===== config.mk =====
export PLATFORM = sky130hd
export DESIGN_NAME = capcmp_timer
export DESIGN_NICKNAME = d
export VERILOG_FILES = /design/src/rtl/capcmp_pkg.sv /design/src/rtl/capcmp_prescaler.sv /design/src/rtl/capcmp_trig_sync.sv /design/src/rtl/capcmp_counter.sv /design/src/rtl/capcmp_timer.sv
export SDC_FILE = /design/constraint.sdc
export NUM_CORES = 1
export LEC_CHECK = 0
export BUFFER_PORTS_ARGS = -buffer_cell sky130_fd_sc_hd__buf_2
export CORE_MARGIN = 2
export CORE_UTILIZATION = 40
export DETAILED_ROUTE_END_ITERATION = 8
export HOLD_SLACK_MARGIN = 0.03
export PLACE_DENSITY = 0.66
export SETUP_SLACK_MARGIN = 0.4
export SLEW_MARGIN = 20
export SYNTH_ARGS = -nofsm -noshare
export SYNTH_HDL_FRONTEND = slang
export SYNTH_SLANG_ARGS = --single-unit

===== constraint.sdc =====
create_clock -name clk -period 4.95 [get_ports clk]
set_input_delay 0.495 -clock clk [delete_from_list [all_inputs] [get_ports clk]]
set_output_delay 0.495 -clock clk [all_outputs]
set_load 0.1 [all_outputs]

===== src/rtl/capcmp_pkg.sv =====
package capcmp_pkg;
  localparam logic [2:0] ADDR_CTRL  = 3'd0;
  localparam logic [2:0] ADDR_MODE  = 3'd1;
  localparam logic [2:0] ADDR_FFCTL = 3'd2;
  localparam logic [2:0] ADDR_CMP0  = 3'd3;
  localparam logic [2:0] ADDR_CMP1  = 3'd4;
  localparam logic [2:0] ADDR_MASK  = 3'd5;

  localparam logic [1:0] FORCE_SET = 2'b01;
  localparam logic [1:0] FORCE_CLR = 2'b10;

  typedef enum logic [1:0] {
    CAP_OFF  = 2'd0,
    CAP_BOTH = 2'd1,
    CAP_RISE = 2'd2,
    CAP_FALL = 2'd3
  } cap_mode_e;
endpackage


===== src/rtl/capcmp_prescaler.sv =====
module capcmp_prescaler #(
  parameter int SEL_W    = 2,
  parameter int TAP_BASE = 1,
  parameter int TAP_STEP = 2
) (
  input  logic             clk,
  input  logic             rst,
  input  logic             run,
  input  logic [SEL_W-1:0] sel,
  output logic             tick
);
  localparam int NTAP  = 1 << SEL_W;
  localparam int PRE_W = TAP_BASE + TAP_STEP * (NTAP - 1);

  logic [PRE_W-1:0] pre_q;
  logic [NTAP-1:0]  tap_hit;

  always_ff @(posedge clk) begin
    if (rst || !run) pre_q <= '0;
    else             pre_q <= pre_q + 1'b1;
  end

  for (genvar i = 0; i < NTAP; i++) begin : g_tap
    localparam int LEN = TAP_BASE + TAP_STEP * i;
    assign tap_hit[i] = &pre_q[LEN-1:0];
  end

  assign tick = run & tap_hit[sel];
endmodule


===== src/rtl/capcmp_trig_sync.sv =====
module capcmp_trig_sync #(
  parameter int STAGES = 2
) (
  input  logic clk,
  input  logic rst,
  input  logic pin,
  output logic rise,
  output logic fall
);
  logic [STAGES-1:0] sh_q;
  logic              last_q;

  always_ff @(posedge clk) begin
    if (rst) begin
      sh_q   <= '0;
      last_q <= 1'b0;
    end else begin
      sh_q   <= {sh_q[STAGES-2:0], pin};
      last_q <= sh_q[STAGES-1];
    end
  end

  assign rise = sh_q[STAGES-1] & ~last_q;
  assign fall = ~sh_q[STAGES-1] & last_q;
endmodule


===== src/rtl/capcmp_counter.sv =====
module capcmp_counter #(
  parameter int W = 16
) (
  input  logic         clk,
  input  logic         rst,
  input  logic         step,
  output logic [W-1:0] count,
  output logic [W-1:0] next_val,
  output logic         wrap
);
  always_ff @(posedge clk) begin
    if (rst)       count <= '0;
    else if (step) count <= next_val;
  end

  assign next_val = count + 1'b1;
  assign wrap     = step & (&count);


  count_step_chk: assert property (@(posedge clk) disable iff (rst)
    (count != $past(count)) |-> (count == $past(count) + 1'b1));
endmodule


===== src/rtl/capcmp_timer.sv =====
module capcmp_timer
  import capcmp_pkg::*;
#(
  parameter int CNT_W    = 16,
  parameter int DATA_W   = 16,
  parameter int SEL_W    = 2,
  parameter int TAP_BASE = 1,
  parameter int TAP_STEP = 2,
  parameter int SYNC_N   = 2
) (
  input  logic              clk,
  input  logic              rst,
  input  logic              wr_en,
  input  logic [2:0]        wr_addr,
  input  logic [DATA_W-1:0] wr_data,
  input  logic              trig_in,
  output logic [CNT_W-1:0]  count,
  output logic [CNT_W-1:0]  cap0,
  output logic [CNT_W-1:0]  cap1,
  output logic              tmr_out,
  output logic              irq_cap0,
  output logic              irq_cap1,
  output logic              irq_tmr
);
  localparam int NEV = 4;

  logic [1:0]       run_q;
  logic [SEL_W-1:0] sel_q;
  cap_mode_e        cap_mode_q;
  logic [NEV-1:0]   tog_en_q;
  logic [CNT_W-1:0] cmp0_q, cmp1_q;
  logic [2:0]       mask_q;

  logic             tick, step, wrap, rise, fall;
  logic [CNT_W-1:0] next_val;
  logic             hit0, hit1, cap0_evt, cap1_evt, toggle;
  logic [NEV-1:0]   events;
  logic             ff_wr;

  capcmp_prescaler #(.SEL_W(SEL_W), .TAP_BASE(TAP_BASE), .TAP_STEP(TAP_STEP)) u_pre (
    .clk(clk), .rst(rst), .run(run_q[1]), .sel(sel_q), .tick(tick));

  capcmp_trig_sync #(.STAGES(SYNC_N)) u_sync (
    .clk(clk), .rst(rst), .pin(trig_in), .rise(rise), .fall(fall));

  capcmp_counter #(.W(CNT_W)) u_cnt (
    .clk(clk), .rst(rst), .step(step), .count(count), .next_val(next_val), .wrap(wrap));

  assign step     = tick & run_q[0];
  assign hit0     = step && (next_val == cmp0_q);
  assign hit1     = step && (next_val == cmp1_q);
  assign cap0_evt = rise && (cap_mode_q == CAP_BOTH || cap_mode_q == CAP_RISE);
  assign cap1_evt = fall && (cap_mode_q == CAP_BOTH || cap_mode_q == CAP_FALL);
  assign events   = {cap1_evt, cap0_evt, hit1, hit0};
  assign toggle   = ^(events & tog_en_q);
  assign ff_wr    = wr_en && (wr_addr == ADDR_FFCTL);

  // register file
  always_ff @(posedge clk) begin
    if (rst) begin
      run_q      <= '0;
      sel_q      <= '0;
      cap_mode_q <= CAP_OFF;
      tog_en_q   <= '0;
      cmp0_q     <= '0;
      cmp1_q     <= '0;
      mask_q     <= 3'b111;
    end else if (wr_en) begin
      case (wr_addr)
        ADDR_CTRL:  run_q <= wr_data[1:0];
        ADDR_MODE: begin
          sel_q      <= wr_data[SEL_W-1:0];
          cap_mode_q <= cap_mode_e'(wr_data[SEL_W+1:SEL_W]);
        end
        ADDR_FFCTL: tog_en_q <= wr_data[2+NEV-1:2];
        ADDR_CMP0:  cmp0_q   <= wr_data[CNT_W-1:0];
        ADDR_CMP1:  cmp1_q   <= wr_data[CNT_W-1:0];
        ADDR_MASK:  mask_q   <= wr_data[2:0];
        default: ;
      endcase
    end
  end

  // capture registers and interrupts
  always_ff @(posedge clk) begin
    if (rst) begin
      cap0     <= '0;
      cap1     <= '0;
      irq_cap0 <= 1'b0;
      irq_cap1 <= 1'b0;
      irq_tmr  <= 1'b0;
    end else begin
      if (cap0_evt) cap0 <= count;
      if (cap1_evt) cap1 <= count;
      irq_cap0 <= cap0_evt;
      irq_cap1 <= cap1_evt;
      irq_tmr  <= (hit0 & ~mask_q[0]) | (hit1 & ~mask_q[1]) | (wrap & ~mask_q[2]);
    end
  end

  // toggle flip-flop
  always_ff @(posedge clk) begin
    if (rst)                                 tmr_out <= 1'b0;
    else if (ff_wr && wr_data[1:0] == FORCE_CLR) tmr_out <= 1'b0;
    else if (ff_wr && wr_data[1:0] == FORCE_SET) tmr_out <= 1'b1;
    else if (toggle)                         tmr_out <= ~tmr_out;
  end


  stop_hold_chk: assert property (@(posedge clk) disable iff (rst)
    (run_q != 2'b11) |=> $stable(count));


  cap0_value_chk: assert property (@(posedge clk) disable iff (rst)
    irq_cap0 |-> (cap0 == $past(count)));


  cap_off_chk: assert property (@(posedge clk) disable iff (rst)
    (cap_mode_q == CAP_OFF) |=> (!irq_cap0 && !irq_cap1));


  force_clr_chk: assert property (@(posedge clk) disable iff (rst)
    (wr_en && wr_addr == ADDR_FFCTL && wr_data[1:0] == FORCE_CLR) |=> !tmr_out);


  mask_all_chk: assert property (@(posedge clk) disable iff (rst)
    (&mask_q) |=> !irq_tmr);
endmodule


Word level (Yosys, flattened, before mapping)
Index checks and enable logic that the tools add are counted.
{"block": "totals", "output_inout_bits": 52, "memories": 0, "ff_bits": 107, "latch_bits": 0, "ram_bits": 0, "mem_bits_ro": 0, "word_cells": 78}
{"block": "op_classes", "n_eq_ne": 12, "n_reduce_logical": 25, "muxes": 4, "bitwise": 17, "order_cmp": 1, "div": 0, "mul": 0, "addsub": 2, "n_shift": 0}
{"operator": "== test 16 bit", "count": 2}
{"operator": "adder 16 x 1 -> 16 bit, second input constant", "count": 1}
{"operator": "AND reduction 16 bit", "count": 1}
{"operator": "AND reduction 2 bit", "count": 6}
{"operator": "AND 1 bit", "count": 8}
{"operator": "adder 7 x 1 -> 7 bit, second input constant", "count": 1}
{"operator": "logical AND 1 bit", "count": 7}
{"operator": "AND reduction 7 bit", "count": 1}
{"operator": "== test 2 bit, second input constant", "count": 3}
{"operator": "== test 3 x 2 -> 1 bit, second input constant", "count": 2}
{"operator": "== test 3 bit, second input constant", "count": 2}
{"operator": "inverter 1 bit", "count": 6}
{"operator": "AND reduction 5 bit", "count": 1}
{"operator": "AND 4 bit", "count": 1}
{"operator": "== test 2 x 1 -> 1 bit, second input constant", "count": 2}
{"operator": "parity 4 bit", "count": 1}
{"operator": "== test 3 x 1 -> 1 bit, second input constant", "count": 1}
{"operator": "logical NOT 3 bit", "count": 1}
{"operator": "logical OR 1 bit", "count": 3}
{"operator": "< comparator 2 x 3 -> 1 bit, second input constant", "count": 1}
{"operator": "2-to-1 mux 1 bit", "count": 3}
{"operator": "AND reduction 3 bit", "count": 1}
{"operator": "binary-select mux 1 bit (select 2 bit)", "count": 1}
{"operator": "OR 1 bit", "count": 2}
{"operator": "other kinds (3)", "count": 3}

Longest topological paths before layout
{"block": "logic_depth", "depth_word": 10, "depth_mapped": 11, "depth_no_buf": 10}

By module
Synthesis repeated with hierarchy kept, for this count alone.
{"block": "hier_totals", "hier_cells": 576, "hier_area_um2": 4752.1}
{"module": "capcmp_timer", "seq_area_each_um2": 1621.6, "n_inst": 1, "cells_per_inst": 415, "area_each_um2": 3337.0}
{"module": "capcmp_counter", "seq_area_each_um2": 320.3, "n_inst": 1, "cells_per_inst": 118, "area_each_um2": 1001.0}
{"module": "capcmp_prescaler", "seq_area_each_um2": 140.1, "n_inst": 1, "cells_per_inst": 35, "area_each_um2": 322.8}
{"module": "capcmp_trig_sync", "seq_area_each_um2": 60.1, "n_inst": 1, "cells_per_inst": 8, "area_each_um2": 91.3}

Least setup slack after synthesis
OpenSTA, ideal clock, no wires.
{"block": "synth_timing", "kind": "reg-to-reg", "startpoint": "reg u_cnt.count[1]", "endpoint": "reg irq_tmr", "arrival_time_ps": 3379, "stages_incl_launch_ff": 9, "slack_ps": 1497, "synth_period_minus_slack_ps": 3453, "n_path_buf": 0, "setup_ps": 74, "t_required_ps": 4876, "path_cell_list": "dfxtp_1 > ha_1 > nand3_1 > or4_1 > nand2_1 > nand4_1 > or4_1 > or4_1 > a31oi_1"}
{"block": "synth_between", "elab_chain_len": 6, "elab_cells_between_ends": 12, "classes_between": "1 x add/sub; 2 x eq/ne; 6 x bitwise; 3 x reduce/logical"}
{"element": "from (decl)", "line": "capcmp_counter.sv:7", "source": "output logic [W-1:0] count,"}
{"element": "from (signal assigned)", "line": "capcmp_counter.sv:13", "source": "else if (step) count <= next_val;"}
{"element": "adder 16 x 1 -> 16 bit", "line": "capcmp_counter.sv:16", "source": "assign next_val = count + 1'b1;"}
{"element": "== test 16 bit, on equally long branches", "line": "capcmp_timer.sv:50, capcmp_timer.sv:51"}
{"element": "logical AND 1 bit, on equally long branches", "line": "capcmp_timer.sv:50, capcmp_timer.sv:51"}
{"element": "AND 1 bit", "line": "capcmp_timer.sv:97", "source": "irq_tmr <= (hit0 & ~mask_q[0]) | (hit1 & ~mask_q[1]) | (wrap & ~mask_q[2]);"}
{"element": "OR 1 bit", "line": "capcmp_timer.sv:97"}
{"element": "OR 1 bit (*)", "line": "capcmp_timer.sv:97"}
{"element": "to (signal assigned)", "line": "capcmp_timer.sv:97"}
{"element": "to (decl)", "line": "capcmp_timer.sv:23", "source": "output logic irq_tmr"}
Every way passes the cells marked *; elsewhere a longest branch is shown, timed or not.
A chain may end at the register's enable or synchronous reset.

Final worst setup path
{"block": "layout_timing", "startpoint": "reg u_cnt.count[0]", "endpoint": "reg irq_tmr"}
The elaborated chain is that of the path after synthesis.

==> metrics.txt <==
outcome completed; kind of critical path flip-flop to flip-flop; Most used DFF post-synth dfxtp_1; NumNets Final 699; deepest clock path buffer count 2; slowest stage delay, CP 780 ps; Gate power share 0.041; Vias 4,430; share of the synthesized area in the top cell type 0.419; DP HPWL 10,400 um; largest net degree at the start of global routing 61; Avg Vias per Cell 5.23; buffers and inverters on the worst path 0; Pleak 2.29 nW; root buffer cell clkbuf_16; Port Buffers 74; Routed Antenna Nets 0; sequential share of power 0.491; crit-path cells ha_1 -> nand3_1 -> nor4_1 -> xnor2_1 -> xnor2_1 -> nor4_1 -> o211ai_1 -> or4_1 -> a31oi_1; Pwr Total 1.79 mW; Slowest-stage cell, CP nor4_1; synth unique cells 54; antenna cells 0; internal power 1.41 mW; Setup TNS 0 ps; area leader, netlist dfxtp_1; CTS tree done; initial antenna violation count 0; WL/cell 16.3 um; die height 117 um; synth warn 0; final setup fails 0; final WL 13,800 um; clock share of power 0.468; Clock Latency Late Sink 350 ps; Critical Path AT 3690 ps; Site Rows 41; Final Hold Fails 0; Tcrit/Tclk final 0.691; PwrDens 303 mW/mm2; Die ar. 0.0137 mm2; DRT iter0 DRCs 325; slew margin rel. 0.449; Hold Startpoint trig_in; Startpoint Class flip-flop; Post-synth top cells nand2_1, dfxtp_1, a21oi_1, nor2_1, clkbuf_1; Avg Inst Size Synth 8.19 um2; die width 117 um; post-synthesis cell area 0.00511 mm2; post-cts sizing count 0; Max Cap Violations 0; CTS HTree Levels 3; Setup Skew 6.63 ps; Data required, critical path 5220 ps; CP endpoint kind flip-flop; TritonRoute pass-1 iters 5; EDFF count, synth 0; RD Place Congestion 0.898; area grow syn2layout 15.3%; Pins Over Slew Limit 0; synthesized netlist cell count 624; crit path time final 3420 ps; dpl cells 831; starting density of the core 0.407; sequential cell area fraction in the yosys report 0.419; net switching power 0.381 mW; remaining global-route overflow 0; clock-pin slew on the worst setup and hold paths 70 ps; share of cells above drive strength 1 0.153; worst min path class input pin to flip-flop; cts bufs inserted 9; Top delay family on crit path simple AND/OR/NAND/NOR gates; crit path max fanout 10; vias in the first global route 4,020; syn nets 653; total track usage 0.209; post-route insts no fill 847; core area 0.0126 mm2; Worst-Margin Slew 826 ps; count leader, synth nand2_1; first-pass GRT wire length 21,700 um; Sw Share 0.213; max frequency 0.292 GHz; FFs w/ async S/R, synth 0; crit path launch u_cnt.count[0]$_SDFFE_PP0N_; hold buffer count at cts 0; RSZ-0062 raised after global routing no; post-CTS setup buffer count 0; top cells by area, synth dfxtp_1, nand2_1, a21oi_1; Reg-to-Reg Start u_cnt.count[0]$_SDFFE_PP0N_; DRC viols 0; CTS Sinks 107; # IOs 75; peak supply drop 183 uV; post-synthesis register bit count 107
final timing paths:
kind	to	slack, ps	cells after the start
hold reg to reg	cap1[2]$_SDFFE_PP0P_	450	2
setup / recovery	irq_tmr$_SDFF_PP0_	1530	9
hold / removal	u_sync.sh_q[0]$_SDFF_PP0_	360	2
setup reg to reg	irq_tmr$_SDFF_PP0_	1530	9
power by group through the flow:
stage / Sequential (mW) / Combinational, mW / Clock, mW
after floorplan: 0.897 / 0.0442 / 0
after global placement: 0.898 / 0.0712 / 0
after detailed placement: 0.899 / 0.0727 / 0
after CTS: 0.878 / 0.0734 / 0.850
after global routing: 0.879 / 0.0804 / 0.891
final: 0.879 / 0.0727 / 0.838
per-layer routing:
metal	part of all wire	up-vias	routed length, um	track usage
li1	-	2197	-	-
met1	0.48	2076	6660	0.296
met2	0.45	143	6270	0.330
met3	0.050	14	688	0.0263
met4	0.014	0	187	0.0690
met5	0	-	0	0
cells by family after synthesis:
group	share of synthesized area
fa+ha+maj	0.0147
mux	0.0276
xor+xnor	0.124
compound gates	0.121
flops	0.419
simple gates	0.251
buf+inv	0.0438
cell usage in the layout (no fill, tap or decap), types with 5 or more instances in the layout:
cell type / Yosys / routed
a211o_1: 5 / 5
a21oi_1: 69 / 69
and2_1: 6 / 6
and3_1: 5 / 5
buf_2: 8 / 74
clkbuf_16: 0 / 9
dfxtp_1: 107 / 107
ha_1: 6 / 6
inv_1: 9 / 9
mux2i_1: 13 / 13
nand2_1: 149 / 149
nand3_1: 11 / 11
nand4_1: 8 / 8
nor2_1: 49 / 49
nor2b_1: 6 / 6
nor3_1: 9 / 8
nor4_1: 9 / 9
o211ai_1: 5 / 5
or3_1: 5 / 5
xnor2_1: 29 / 29
xnor3_1: 6 / 6
xor2_1: 26 / 26
state kept, by name, indices dropped and copies added, names as in the netlist, 3 cells and up:
signal and count:
cap0 16, cap1 16, cmp0_q 16, cmp1_q 16, mask_q 3, tog_en_q 4
u_cnt.count 16, u_pre.pre_q 7
through the flow:
step	area, um2	setup WS (ps)	util	hold WS (ps)
6_report	5900	1530	0.469	359
5_1_grt	5900	1240	0.469	370
4_1_cts	5900	1540	0.469	355
3_5_place_dp	5540	1550	0.441	444
3_3_place_gp	5540	1750	0.441	415
2_1_floorplan	5110	1500	-	414
final cells by class:
class | instances | area (um2)
clock buffers | 11 | 243
clock inverters | 5 | 109
fillers | 1252 | 6670
inverters | 9 | 33.8
multi-input cells | 465 | 2750
flip-flops and latches | 107 | 2140
well taps | 172 | 215
repair buffers | 78 | 400
worst register-to-register path, cell delays in order, from the launching register on:
cell and delay, ps:
dfxtp_1 550, ha_1 330, nand3_1 300, nor4_1 780, xnor2_1 250, xnor2_1 170, nor4_1 210, o211ai_1 130
or4_1 480, a31oi_1 170
Note: power is estimated with default switching activity, not from simulation.
